`config.mk`:
```
export PLATFORM = sky130hd
export DESIGN_NAME = can_fault_confine
export DESIGN_NICKNAME = d
export VERILOG_FILES = /design/src/rtl/can_fc_pkg.sv /design/src/rtl/cfc_counters.sv /design/src/rtl/cfc_recovery.sv /design/src/rtl/can_fault_confine.sv
export SDC_FILE = /design/constraint.sdc
export NUM_CORES = 1
export LEC_CHECK = 0
export BUFFER_PORTS_ARGS = -buffer_cell sky130_fd_sc_hd__buf_2
export CAP_MARGIN = 5
export CORE_MARGIN = 2
export CORE_UTILIZATION = 61
export DETAILED_ROUTE_END_ITERATION = 16
export PLACE_DENSITY = 0.86
export SYNTH_ARGS = -nofsm -noshare
export SYNTH_HDL_FRONTEND = slang
export SYNTH_HIERARCHICAL = 1
export SYNTH_SLANG_ARGS = --single-unit
```
`constraint.sdc`:
```
create_clock -name clk -period 5 [get_ports clk]
set_input_delay 1 -clock clk [delete_from_list [all_inputs] [get_ports clk]]
set_output_delay 1 -clock clk [all_outputs]
set_load 0.005 [all_outputs]
```
`src/rtl/can_fc_pkg.sv`:
```
package can_fc_pkg;
    typedef enum logic [2:0] {
        LEC_NONE  = 3'd0,
        LEC_STUFF = 3'd1,
        LEC_FORM  = 3'd2,
        LEC_ACK   = 3'd3,
        LEC_BIT1  = 3'd4,
        LEC_BIT0  = 3'd5,
        LEC_CRC   = 3'd6,
        LEC_CPU   = 3'd7
    } lec_code_e;

    localparam int DEF_WARN_LIMIT    = 96;
    localparam int DEF_PASSIVE_LIMIT = 128;
    localparam int DEF_BOFF_LIMIT    = 255;
    localparam int DEF_RUN_BITS      = 11;
    localparam int DEF_RUNS_NEEDED   = 128;
    localparam int DEF_STEP_W        = 4;
endpackage

```
`src/rtl/cfc_counters.sv`:
```
module cfc_counters #(
    parameter int STEP_W        = can_fc_pkg::DEF_STEP_W,
    parameter int WARN_LIMIT    = can_fc_pkg::DEF_WARN_LIMIT,
    parameter int PASSIVE_LIMIT = can_fc_pkg::DEF_PASSIVE_LIMIT,
    parameter int BOFF_LIMIT    = can_fc_pkg::DEF_BOFF_LIMIT,
    localparam int REC_W        = $clog2(BOFF_LIMIT + 1),
    localparam int TEC_W        = REC_W + 1
) (
    input  logic              clk,
    input  logic              rst_n,
    input  logic [STEP_W-1:0] tec_add_i,
    input  logic              tec_dec_i,
    input  logic [STEP_W-1:0] rec_add_i,
    input  logic              rec_dec_i,
    input  logic              clear_i,
    output logic [TEC_W-1:0]  tec_o,
    output logic [REC_W-1:0]  rec_o,
    output logic              boff_o,
    output logic              boff_enter_o,
    output logic              warn_o,
    output logic              passive_o
);
    localparam logic [TEC_W:0]   TEC_SAT  = {1'b0, {TEC_W{1'b1}}};
    localparam logic [TEC_W:0]   BOFF_LIM = (TEC_W+1)'(BOFF_LIMIT);
    localparam logic [REC_W:0]   REC_SAT  = {1'b0, {REC_W{1'b1}}};
    localparam logic [TEC_W-1:0] T_WARN   = TEC_W'(WARN_LIMIT);
    localparam logic [TEC_W-1:0] T_PASS   = TEC_W'(PASSIVE_LIMIT);
    localparam logic [REC_W-1:0] R_WARN   = REC_W'(WARN_LIMIT);
    localparam logic [REC_W-1:0] R_PASS   = REC_W'(PASSIVE_LIMIT);

    typedef struct packed {
        logic [TEC_W-1:0] tec;
        logic [REC_W-1:0] rec;
        logic             boff;
    } cnt_state_t;

    cnt_state_t     st_d, st_q;
    logic [TEC_W:0] tsum;
    logic [REC_W:0] rsum;

    always_comb begin
        st_d         = st_q;
        boff_enter_o = 1'b0;
        tsum         = {1'b0, st_q.tec} + (TEC_W+1)'(tec_add_i);
        rsum         = {1'b0, st_q.rec} + (REC_W+1)'(rec_add_i);
        if (tec_dec_i && tsum != '0) tsum = tsum - 1'b1;
        if (rec_dec_i && rsum != '0) rsum = rsum - 1'b1;
        if (tsum > TEC_SAT) tsum = TEC_SAT;
        if (rsum > REC_SAT) rsum = REC_SAT;
        if (clear_i) begin
            st_d.tec  = '0;
            st_d.rec  = '0;
            st_d.boff = 1'b0;
        end else if (!st_q.boff) begin
            st_d.tec = tsum[TEC_W-1:0];
            st_d.rec = rsum[REC_W-1:0];
            if (tsum > BOFF_LIM) begin
                st_d.boff    = 1'b1;
                boff_enter_o = 1'b1;
            end
        end
    end

    always_ff @(posedge clk or negedge rst_n) begin
        if (!rst_n) st_q <= '0;
        else        st_q <= st_d;
    end

    assign tec_o     = st_q.tec;
    assign rec_o     = st_q.rec;
    assign boff_o    = st_q.boff;
    assign warn_o    = (st_q.tec >= T_WARN) || (st_q.rec >= R_WARN);
    assign passive_o = (st_q.tec >= T_PASS) || (st_q.rec >= R_PASS);


    tec_frozen_chk: assert property (@(posedge clk) disable iff (!rst_n)
        (st_q.boff && $past(st_q.boff)) |-> $stable(st_q.tec));


    clear_zero_chk: assert property (@(posedge clk) disable iff (!rst_n)
        $fell(st_q.boff) |-> (st_q.tec == '0 && st_q.rec == '0));
endmodule

```
`src/rtl/cfc_recovery.sv`:
```
module cfc_recovery #(
    parameter int RUN_BITS    = can_fc_pkg::DEF_RUN_BITS,
    parameter int RUNS_NEEDED = can_fc_pkg::DEF_RUNS_NEEDED,
    localparam int BIT_W      = $clog2(RUN_BITS),
    localparam int RUN_W      = (RUNS_NEEDED > 1) ? $clog2(RUNS_NEEDED) : 1
) (
    input  logic clk,
    input  logic rst_n,
    input  logic start_i,
    input  logic strobe_i,
    input  logic rx_i,
    output logic active_o,
    output logic run_done_o,
    output logic seq_done_o
);
    localparam logic [BIT_W-1:0] BIT_LAST = BIT_W'(RUN_BITS - 1);
    localparam logic [RUN_W-1:0] RUN_LAST = RUN_W'(RUNS_NEEDED - 1);

    typedef struct packed {
        logic             active;
        logic [BIT_W-1:0] bits;
        logic [RUN_W-1:0] runs;
    } rcv_state_t;

    rcv_state_t st_d, st_q;

    always_comb begin
        st_d       = st_q;
        run_done_o = 1'b0;
        seq_done_o = 1'b0;
        if (!st_q.active) begin
            if (start_i) begin
                st_d.active = 1'b1;
                st_d.bits   = '0;
                st_d.runs   = '0;
            end
        end else if (strobe_i) begin
            if (!rx_i) begin
                st_d.bits = '0;
            end else if (st_q.bits == BIT_LAST) begin
                st_d.bits  = '0;
                run_done_o = 1'b1;
                if (st_q.runs == RUN_LAST) begin
                    seq_done_o  = 1'b1;
                    st_d.active = 1'b0;
                    st_d.runs   = '0;
                end else begin
                    st_d.runs = st_q.runs + 1'b1;
                end
            end else begin
                st_d.bits = st_q.bits + 1'b1;
            end
        end
    end

    always_ff @(posedge clk or negedge rst_n) begin
        if (!rst_n) st_q <= '0;
        else        st_q <= st_d;
    end

    assign active_o = st_q.active;


    runs_kept_chk: assert property (@(posedge clk) disable iff (!rst_n)
        (st_q.active && $past(st_q.active)) |-> (st_q.runs >= $past(st_q.runs)));


    bits_range_chk: assert property (@(posedge clk) disable iff (!rst_n)
        st_q.bits <= BIT_LAST);
endmodule

```
`src/rtl/can_fault_confine.sv`:
```
module can_fault_confine #(
    parameter int STEP_W        = can_fc_pkg::DEF_STEP_W,
    parameter int WARN_LIMIT    = can_fc_pkg::DEF_WARN_LIMIT,
    parameter int PASSIVE_LIMIT = can_fc_pkg::DEF_PASSIVE_LIMIT,
    parameter int BOFF_LIMIT    = can_fc_pkg::DEF_BOFF_LIMIT,
    parameter int RUN_BITS      = can_fc_pkg::DEF_RUN_BITS,
    parameter int RUNS_NEEDED   = can_fc_pkg::DEF_RUNS_NEEDED,
    localparam int REC_W        = $clog2(BOFF_LIMIT + 1),
    localparam int TEC_W        = REC_W + 1
) (
    input  logic              clk,
    input  logic              rst_n,
    input  logic [STEP_W-1:0] tec_add_i,
    input  logic              tec_dec_i,
    input  logic [STEP_W-1:0] rec_add_i,
    input  logic              rec_dec_i,
    input  logic              bit_strobe_i,
    input  logic              rx_bit_i,
    input  logic              evt_valid_i,
    input  logic [2:0]        evt_code_i,
    input  logic              cpu_init_wr_i,
    input  logic              cpu_init_val_i,
    input  logic              cpu_lec_wr_i,
    input  logic [2:0]        cpu_lec_val_i,
    output logic [TEC_W-1:0]  tec_o,
    output logic [REC_W-1:0]  rec_o,
    output logic              warn_o,
    output logic              passive_o,
    output logic              bus_off_o,
    output logic              init_o,
    output logic [2:0]        lec_o
);
    import can_fc_pkg::*;

    typedef struct packed {
        logic      init;
        lec_code_e lec;
    } ctl_state_t;

    ctl_state_t ctl_d, ctl_q;
    logic boff, boff_enter, rcv_active, run_done, seq_done, rcv_start;

    cfc_counters #(
        .STEP_W(STEP_W), .WARN_LIMIT(WARN_LIMIT),
        .PASSIVE_LIMIT(PASSIVE_LIMIT), .BOFF_LIMIT(BOFF_LIMIT)
    ) i_counters (
        .clk(clk), .rst_n(rst_n),
        .tec_add_i(tec_add_i), .tec_dec_i(tec_dec_i),
        .rec_add_i(rec_add_i), .rec_dec_i(rec_dec_i),
        .clear_i(seq_done),
        .tec_o(tec_o), .rec_o(rec_o), .boff_o(boff),
        .boff_enter_o(boff_enter), .warn_o(warn_o), .passive_o(passive_o)
    );

    assign rcv_start = cpu_init_wr_i && !cpu_init_val_i && boff && !rcv_active;

    cfc_recovery #(
        .RUN_BITS(RUN_BITS), .RUNS_NEEDED(RUNS_NEEDED)
    ) i_recovery (
        .clk(clk), .rst_n(rst_n),
        .start_i(rcv_start), .strobe_i(bit_strobe_i), .rx_i(rx_bit_i),
        .active_o(rcv_active), .run_done_o(run_done), .seq_done_o(seq_done)
    );

    always_comb begin
        ctl_d = ctl_q;
        if (boff_enter)         ctl_d.init = 1'b1;
        else if (cpu_init_wr_i) ctl_d.init = cpu_init_val_i;

        if (run_done)                  ctl_d.lec = LEC_BIT0;
        else if (evt_valid_i && !boff) ctl_d.lec = lec_code_e'(evt_code_i);
        else if (cpu_lec_wr_i)         ctl_d.lec = lec_code_e'(cpu_lec_val_i);
    end

    always_ff @(posedge clk or negedge rst_n) begin
        if (!rst_n) begin
            ctl_q.init <= 1'b1;
            ctl_q.lec  <= LEC_NONE;
        end else begin
            ctl_q <= ctl_d;
        end
    end

    assign bus_off_o = boff;
    assign init_o    = ctl_q.init;
    assign lec_o     = ctl_q.lec;


    boff_init_chk: assert property (@(posedge clk) disable iff (!rst_n)
        $rose(boff) |-> ctl_q.init);


    rcv_start_chk: assert property (@(posedge clk) disable iff (!rst_n)
        $rose(rcv_active) |-> ($past(cpu_init_wr_i) && !$past(cpu_init_val_i)));


    rcv_in_boff_chk: assert property (@(posedge clk) disable iff (!rst_n)
        rcv_active |-> boff);


    lec_cause_chk: assert property (@(posedge clk) disable iff (!rst_n)
        !$stable(ctl_q.lec) |->
            ($past(evt_valid_i) || $past(cpu_lec_wr_i) || $past(rcv_active)));


    boff_flags_chk: assert property (@(posedge clk) disable iff (!rst_n)
        boff |-> (warn_o && passive_o));
endmodule

```
==> results of run 1 <==
-- sequential cells by signal, summed over array words and instances, names as in the netlist --
register	count
i_recovery/st_q	11
i_counters/tec_o	9
i_counters/rec_o	8
lec_o	3
i_counters/boff_o	1
i_recovery/active_o	1
init_o	1
-- report_power, final --
part,switching (mW),internal (mW)
registers,0.0188,0.293
logic,0.0646,0.0495
clock network,0.110,0.200
-- worst max-delay path, stage by stage --
cell	delay [ns]
buf_2	0.08
ha_1	0.19
inv_1	0.07
fa_1	0.40
nand2b_2	0.21
a21oi_4	0.25
xnor2_2	0.15
nor4_1	0.47
a31o_2	0.30
mux2_4	0.32
a221oi_2	0.23
-- cell usage in the layout, fill, tap and decap left out, types with 11 or more instances in the layout --
cell type | Yosys | routed
a21oi_1 | 21 | 21
buf_2 | 0 | 47
dfrtp_1 | 33 | 33
ha_1 | 13 | 13
inv_1 | 22 | 22
nand2_1 | 20 | 20
nand3_1 | 15 | 15
nor2_1 | 22 | 22
nor3_1 | 16 | 16
o21ai_0 | 16 | 16
xnor2_1 | 11 | 11
-- path summary, 6_finish.rpt --
check                                      endpoint  cells after the start                start  slack (ns)
worst min-delay path             i_recovery/st_q[1]                      2   i_recovery/st_q[1]        0.53
min in group asynchronous        i_recovery/st_q[6]                      1                rst_n        0.78
worst min register to register   i_recovery/st_q[1]                      2   i_recovery/st_q[1]        0.53
max in group asynchronous       i_counters/rec_o[6]                      1                rst_n        3.72
worst max register to register  i_counters/tec_o[1]                     10  i_counters/tec_o[0]        1.93
worst max-delay path            i_counters/tec_o[1]                     11         tec_add_i[0]        1.53
-- cell type report --
| type | instances | area [sq um] | area share |
|---|---|---|---|
| inverters | 22 | 82.6 | 0.0269 |
| clock buffers | 5 | 68.8 | 0.0224 |
| flip-flops and latches | 34 | 852 | 0.277 |
| clock inverters | 3 | 68.8 | 0.0224 |
| multi-input cells | 243 | 1690 | 0.551 |
| well taps | 52 | 65.1 | 0.0212 |
| repair buffers | 48 | 243 | 0.0790 |
-- per-stage QoR --
stage / cell area [sq um] / power, mW
finish: 3070 / 0.735
global route: 3070 / 0.765
CTS: 3070 / 0.737
detailed placement: 2940 / 0.430
global placement: 2940 / 0.421
floorplan: 2660 / 0.387
-- kinds of logic (layout without fill, tap and decap cells) --
| logic type | count (synthesis) | after routing |
|---|---|---|
| and+or+nand+nor | 120 | 120 |
| DFF | 34 | 34 |
| xor gates and xnor gates | 17 | 17 |
| adders and majority gates | 15 | 15 |
| AOI/OAI and AO/OA | 85 | 85 |
| buffers and inverters | 28 | 78 |
| muxes | 6 | 6 |
-- layer usage --
layer / up-vias / wire length, um / GRT usage
met4: 0 / 98 / 0.115
met3: 11 / 301 / 0.0245
met1: 1192 / 2850 / 0.372
met2: 73 / 3300 / 0.469
met5: - / 0 / 0
li1: 1240 / - / -
==> run summary, run 1 <==
status -> completed
critical path type -> input pin to register
Routed Antenna Nets -> 0
post-synthesis compound-gate area fraction -> 0.227
period utilization -> 0.694
Post-synth ARST share -> 1.00
first-pass GRT wire length -> 11100 um
TNS Setup -> 0 ns
dominant cells by area after synthesis -> dfrtp_1, ha_1, a21oi_1
largest net degree at the start of global routing -> 35
crit-path max FO -> 8
mux cell area share after synthesis -> 0.0245
antenna violations before repair -> 0
worst hold path type -> register to register
# rows -> 24
post-synthesis adder-cell area fraction -> 0.0763
RSZ-0062 raised after global routing -> no
Post-synth EDFFs -> 0
Final setup viols -> 0
routed wire length per instance -> 16.1 um
synthesized area -> 0.00266 sq mm
cts hold-fix bufs -> 0
area leader, netlist -> dfrtp_1
Slew Limit Fails -> 0
DIE AREA -> 0.00490 sq mm
iteration count of the initial detailed-routing pass -> 5
syn_area_per_cell -> 8.71 sq um
largest family of logic cells by synthesized area -> simple AND/OR/NAND/NOR gates
clock transition at the registers of the reported paths -> 0.08 ns
Arr. time, crit path -> 3.67 ns
detailed-route DRC error count -> 0
Crit path required time -> 5.20 ns
Nets -> 393
I/O pin count -> 48
#FFs+latches synth -> 34
Synth top area share -> 0.311
grt ovf -> 0
htree depth -> 2
Worst Setup End Kind -> register
most frequent cell after synthesis -> dfrtp_1
Tmin final -> 3.47 ns
root buffer cell -> clkbuf_8
library cells used by synthesis -> 68
fraction of layout cells with a size suffix above 1 -> 0.225
All-Layer GR Usage -> 0.279
Fillers -> 318
Via-to-Cell Ratio -> 6.18
PD cells -> 239 mW/mm^2
Rel. slew slack -> 0.481
Max rail drop VDD -> 0.155 mV
max_cap viols -> 0
Clock Sinks -> 34
DP Wirelength -> 4920 um
diode count -> 0
Simple-Gate Fraction of Synth Area -> 0.250
Post-CTS Setup Bufs -> 0
Syn Inst Count -> 305
DR iter-0 viols -> 197
final hold violation count -> 0
Syn-to-layout area delta -> 15.6%
Longest Clk Path Bufs -> 2
placed insts -> 399
Worst Tran Pin Value -> 0.779 ns
vias -> 2516
Worst Clk Skew -> 0.00582 ns
warnings from Yosys -> 6
fin util -> 0.721
TritonCTS clock tree -> done
CP Launch Type -> input pin
LEAKAGE -> 1.39 nW
Seq/Total Area, Yosys -> 0.321
final WL -> 6550 um
CTS resizes -> 0
Syn Nets -> 344
Most used DFF post-synth -> dfrtp_1
buffers added on ports -> 47
fin cells -> 407
GPL Wtd Cong -> 0.943
pre-CTS setup slack -> 1.33 ns
FMAX -> 0.288 GHz
core footprint -> 0.00426 sq mm
post-synthesis xor/xnor area fraction -> 0.0589
Post-Route Hold Slack -> 0.533 ns
die height -> 70.0 um
Starting Density -> 0.623
Post-synth top cells -> dfrtp_1, inv_1, nor2_1
CTS buffer count -> 5
vias in the first global route -> 2399
Skew-Pair Late Insertion Delay -> 0.29 ns
DIE WIDTH -> 70.0 um
Final WS setup -> 1.53 ns
(Power assumes the default switching activity.)
==> inputs of run 2 (changes only) <==
CORE_UTILIZATION = 51   (was 61)
PLACE_DENSITY = 0.77   (was 0.86)
clock period = 2.8 ns   (was 5 ns; I/O delays follow)
==> run summary, run 2 (synthesized netlist as in run 1, its figures left out) <==
status -> completed
Arr. time, crit path -> 2.94 ns (-0.73 ns)
routed wire length per instance -> 15.6 um (-3.1%)
Starting Density -> 0.524 (-0.0996)
GPL Wtd Cong -> 0.946 (+0.30%)
Rel. slew slack -> 0.481 (about the same)
I/O pin count -> 48 (unchanged)
die height -> 76.2 um (+8.8%)
Tmin final -> 2.73 ns
most frequent cells in the layout -> buf_2, buf_4, dfrtp_1, inv_1, nor2_1
buffers added on ports -> 47 (unchanged)
fraction of layout cells with a size suffix above 1 -> 0.363 (+0.137)
TNS Setup -> 0 ns (unchanged)
CP Launch Type -> register
fin cells -> 467 (+15%)
area taken by multi-input logic gates -> 0.00182 sq mm (+7.3%)
clock transition at the registers of the reported paths -> 0.08 ns (about the same)
All-Layer GR Usage -> 0.263 (-0.0160)
register name with the most flops -> i_recovery/st_q
CTS buffer count -> 5 (unchanged)
DIE AREA -> 0.00580 sq mm (+18%)
worst hold path type -> input pin to asynchronous set/reset pin
Clock Sinks -> 34 (unchanged)
Cell Chain, Critical Path -> ha_4 > inv_2 > fa_2 > nand2b_4 > a21oi_4 > xnor2_2 > buf_4 > or4_4 > o211a_1 > a31o_1 > a21oi_2
cts hold-fix bufs -> 0 (unchanged)
number of flip-flops under the largest register name -> 11 (unchanged)
Worst Setup End Kind -> register
DR iter-0 viols -> 245 (+24%)
Worst path slowest cell -> or4_4
WP buf/inv -> 2 (unchanged)
Max rail drop VDD -> 0.245 mV (+59%)
CP max stage delay -> 0.48 ns (about the same)
detailed-route DRC error count -> 0 (unchanged)
Post-Route Hold Slack -> 0.346 ns (-0.187 ns)
fin util -> 0.686 (-0.0343)
DIE WIDTH -> 76.2 um (+8.8%)
Skew-Pair Late Insertion Delay -> 0.29 ns (about the same)
final WL -> 7290 um (+11%)
htree depth -> 2 (unchanged)
most common cell after layout, fill and taps aside -> buf_2
diode count -> 0 (unchanged)
antenna violations before repair -> 0 (unchanged)
register area -> 852 sq um (unchanged)
Final setup viols -> 0 (unchanged)
iteration count of the initial detailed-routing pass -> 4 (-1)
Longest Clk Path Bufs -> 2 (unchanged)
Worst Clk Skew -> 0.00742 ns (+0.00160 ns)
Syn-to-layout area delta -> 31.1%
Placed Area -> 0.00330 sq mm (+13%)
grt ovf -> 0 (unchanged)
# rows -> 26 (+8.3%)
Crit path required time -> 3.01 ns (-2.19 ns)
core footprint -> 0.00507 sq mm (+19%)
Nets -> 436 (+11%)
period utilization -> 0.975
final hold violation count -> 0 (unchanged)
FMAX -> 0.366 GHz
crit-path max FO -> 5 (-3)
Slew Limit Fails -> 0 (unchanged)
Routed Antenna Nets -> 0 (unchanged)
vias in the first global route -> 2665 (+11%)
root buffer cell -> clkbuf_8
RSZ-0062 raised after global routing -> yes
max_cap viols -> 0 (unchanged)
critical path type -> register to register
first-pass GRT wire length -> 12400 um (+12%)
vias -> 2724 (+8.3%)
placed insts -> 457 (+15%)
largest net degree at the start of global routing -> 35 (unchanged)
Fillers -> 435 (+37%)
Crit path max-delay family -> compound AO/OA/AOI/OAI gates
LEAKAGE -> 1.60 nW (+15%)
design area -> 0.00348 sq mm (+13%)
Worst Tran Pin Value -> 0.779 ns (+0.0000134 ns)
Power, Total -> 1.16 mW (+58%)
Final WS setup -> 0.0714 ns (-1.46 ns)
Via-to-Cell Ratio -> 5.83 (-5.6%)
PD cells -> 333 mW/mm^2 (+39%)
TritonCTS clock tree -> done
pre-CTS setup slack -> -0.274 ns (-1.61 ns)
DP Wirelength -> 5500 um (+12%)
## run 2: cell types whose count changed in the layout (fill, tap and decap cells not counted), sizes merged
cell and change:
buf +43, bufinv -2, clkinv +1
## run 2: layer usage
metal	GRT usage	wire, um	up-vias
met2	0.454	3710	70
li1	-	-	1319
met3	0.0427	247	12
met4	0.0964	138	0
met5	0	0	-
met1	0.335	3190	1323
## run 2: worst reg2reg max path, cell delays in order (launching register included)
cell      delay (ns)
dfrtp_1         0.40
ha_4            0.15
inv_2           0.03
fa_2            0.36
nand2b_4        0.16
a21oi_4         0.20
xnor2_2         0.14
buf_4           0.17
or4_4           0.48
o211a_1         0.23
a31o_1          0.23
a21oi_2         0.11
## run 2: final cells by class
| type | instances | share of cell area |
|---|---|---|
| tap | 70 | 0.0251 |
| multi-input combinational | 243 | 0.522 |
| timing repair buffer | 91 | 0.162 |
| clock inverter | 2 | 0.00287 |
| clock buffer | 5 | 0.0198 |
| sequential | 34 | 0.245 |
| inverter | 22 | 0.0237 |
## run 2: what timing repair did
action | CTS | global route
setup endpoints to repair | 0 | 16
buffers inserted | 0 | 3
endpoints found under the hold margin | 0 | 0
resized for setup | 0 | 21
## run 2: worst paths after layout
check | slack [ns] | endpoint | cells past startpoint | start
min in group clk | 0.52 | init_o | 2 | cpu_init_val_i
max in group asynchronous | 1.95 | i_recovery/st_q[5] | 1 | rst_n
worst max register to register | 0.07 | i_counters/tec_o[4] | 11 | i_counters/tec_o[0]
worst min-delay path | 0.35 | i_counters/tec_o[3] | 1 | rst_n
worst max-delay path | 0.07 | i_counters/tec_o[4] | 11 | i_counters/tec_o[0]
worst min register to register | 0.52 | i_recovery/st_q[0] | 1 | i_recovery/st_q[0]
## run 2: power by group
group          internal (mW)  switching (mW)  total, mW  leakage (nW)
Combinational          0.124           0.130      0.253          1.14
Sequential             0.523          0.0316      0.555         0.418
Clock                  0.167           0.183      0.350        0.0438
==> inputs of run 3 (changes only) <==
BUFFER_PORTS_ARGS = -buffer_cell sky130_fd_sc_hd__buf_4   (was -buffer_cell sky130_fd_sc_hd__buf_2)
clock period = 2.5 ns   (was 2.8 ns; I/O delays follow)
==> run summary, run 3 (synthesized netlist as in run 1, its figures left out) <==
status -> finished with violations
failing checks -> setup timing
Cell Chain, Critical Path -> ha_1 > a211o_1 > a21oi_2 > nor2b_1 > buf_4 > xnor2_1 > nand4b_1 > mux2i_1 > buf_4 > nor2_2 > nor3_2 > a211o_1
Rel. slew slack -> 0.662 (+0.181)
number of flip-flops under the largest register name -> 11 (unchanged)
Routed Antenna Nets -> 0 (unchanged)
CTS buffer count -> 5 (unchanged)
Starting Density -> 0.524 (unchanged)
R2R cell count -> 12 (+1)
Longest Clk Path Bufs -> 2 (unchanged)
Worst Clk Skew -> 0.00715 ns (-0.000275 ns)
Crit path max-delay family -> compound AO/OA/AOI/OAI gates
Nets -> 468 (+7.3%)
die height -> 76.2 um (unchanged)
core footprint -> 0.00507 sq mm (unchanged)
Final setup viols -> 18 (+18)
grt ovf -> 0 (unchanged)
DIE AREA -> 0.00580 sq mm (unchanged)
All-Layer GR Usage -> 0.283 (+0.0195)
buffers added on ports -> 47 (unchanged)
fraction of layout cells with a size suffix above 1 -> 0.474 (+0.112)
DR iter-0 viols -> 155 (-37%)
period utilization -> 1.10 (+0.130)
antenna violations before repair -> 0 (unchanged)
FMAX -> 0.362 GHz (-1.2%)
diode count -> 0 (unchanged)
max_cap viols -> 0 (unchanged)
Skew-Pair Late Insertion Delay -> 0.29 ns (about the same)
Worst Tran Pin Value -> 0.506 ns (-0.272 ns)
crit-path max FO -> 3 (-2)
Worst path depth -> 12 (+1)
# rows -> 26 (unchanged)
CP Launch Type -> register
Slew Limit Fails -> 0 (unchanged)
critical path type -> register to register
Via-to-Cell Ratio -> 5.96 (+2.2%)
final hold violation count -> 0 (unchanged)
Power, Total -> 1.40 mW (+21%)
Syn-to-layout area delta -> 55.6%
Arr. time, crit path -> 2.98 ns (+0.04 ns)
root buffer cell -> clkbuf_8
register area -> 852 sq um (unchanged)
DIE WIDTH -> 76.2 um (unchanged)
most frequent cells in the layout -> buf_4, dfrtp_1, inv_1, nor2_1, nand2_1
LEAKAGE -> 1.86 nW (+16%)
Fillers -> 324 (-26%)
Clock Sinks -> 34 (unchanged)
most common cell after layout, fill and taps aside -> buf_4
Max rail drop VDD -> 0.232 mV (-5.3%)
PD cells -> 339 mW/mm^2 (+2.0%)
register name with the most flops -> i_recovery/st_q
vias in the first global route -> 2867 (+7.6%)
GPL Wtd Cong -> 0.922 (-2.5%)
Crit path required time -> 2.72 ns (-0.29 ns)
WP buf/inv -> 2 (unchanged)
clock transition at the registers of the reported paths -> 0.07 ns (about the same)
first-pass GRT wire length -> 13300 um (+7.3%)
Final WS setup -> -0.262 ns (-0.333 ns)
worst hold path type -> input pin to asynchronous set/reset pin
Post-Route Hold Slack -> 0.158 ns (-0.188 ns)
routed wire length per instance -> 17.4 um (+12%)
detailed-route DRC error count -> 0 (unchanged)
iteration count of the initial detailed-routing pass -> 5 (+1)
RSZ-0062 raised after global routing -> yes
Worst path slowest cell -> dfrtp_1
TNS Setup -> -2.62 ns (-2.62 ns)
pre-CTS setup slack -> -0.489 ns (-0.215 ns)
CP max stage delay -> 0.40 ns (-0.08 ns)
Worst Setup End Kind -> register
Tmin final -> 2.76 ns (+0.0331 ns)
final WL -> 8720 um (+20%)
fin cells -> 500 (+7.1%)
vias -> 2981 (+9.4%)
DP Wirelength -> 5700 um (+3.8%)
area taken by multi-input logic gates -> 0.00207 sq mm (+14%)
placed insts -> 473 (+3.5%)
TritonCTS clock tree -> done
largest net degree at the start of global routing -> 35 (unchanged)
htree depth -> 2 (unchanged)
I/O pin count -> 48 (unchanged)
==> run 3: final timing paths <==
check	end	startpoint	slack, ns
setup / recovery	init_o	i_counters/tec_o[1]	-0.26
min in group clk	init_o	cpu_init_wr_i	0.44
setup reg to reg	init_o	i_counters/tec_o[1]	-0.26
max in group asynchronous	init_o	rst_n	2.01
hold / removal	i_recovery/st_q[9]	rst_n	0.16
hold reg to reg	i_recovery/st_q[9]	i_recovery/st_q[9]	0.54
==> run 3: area by class of cell <==
cell class | instances | area share
Tap cell | 70 | 0.0212
Sequential cell | 34 | 0.206
Multi-Input combinational cell | 243 | 0.500
Timing Repair Buffer | 123 | 0.231
Clock buffer | 7 | 0.0209
Inverter | 22 | 0.0200
Clock inverter | 1 | 0.00121
==> run 3: metal layers <==
metal	GRT usage	share of wire	vias to the layer above
li1	-	-	1391
met1	0.327	0.39	1472
met2	0.517	0.54	89
met3	0.0557	0.033	29
met4	0.105	0.030	0
met5	0	0	-
==> run 3: repair_timing <==
item                       CTS  global route
hold buffers                 0             0
resized for setup           41            27
pin swaps                   30            30
setup endpoints to repair   19            19
buffers inserted             9            11
==> run 3: power breakdown <==
| part | leakage, nW | internal (mW) | switching (mW) | total, mW |
|---|---|---|---|---|
| registers | 0.418 | 0.586 | 0.0373 | 0.623 |
| clock network | 0.0482 | 0.222 | 0.193 | 0.415 |
| logic | 1.39 | 0.187 | 0.177 | 0.364 |
| total | 1.86 | 0.995 | 0.407 | 1.40 |
==> run 3: through the flow <==
stage / utilization / area [sq um]
after floorplan: - / 2740
after global placement: 0.706 / 3580
after detailed placement: 0.706 / 3580
after CTS: 0.772 / 3920
after global routing: 0.815 / 4130
final: 0.815 / 4130
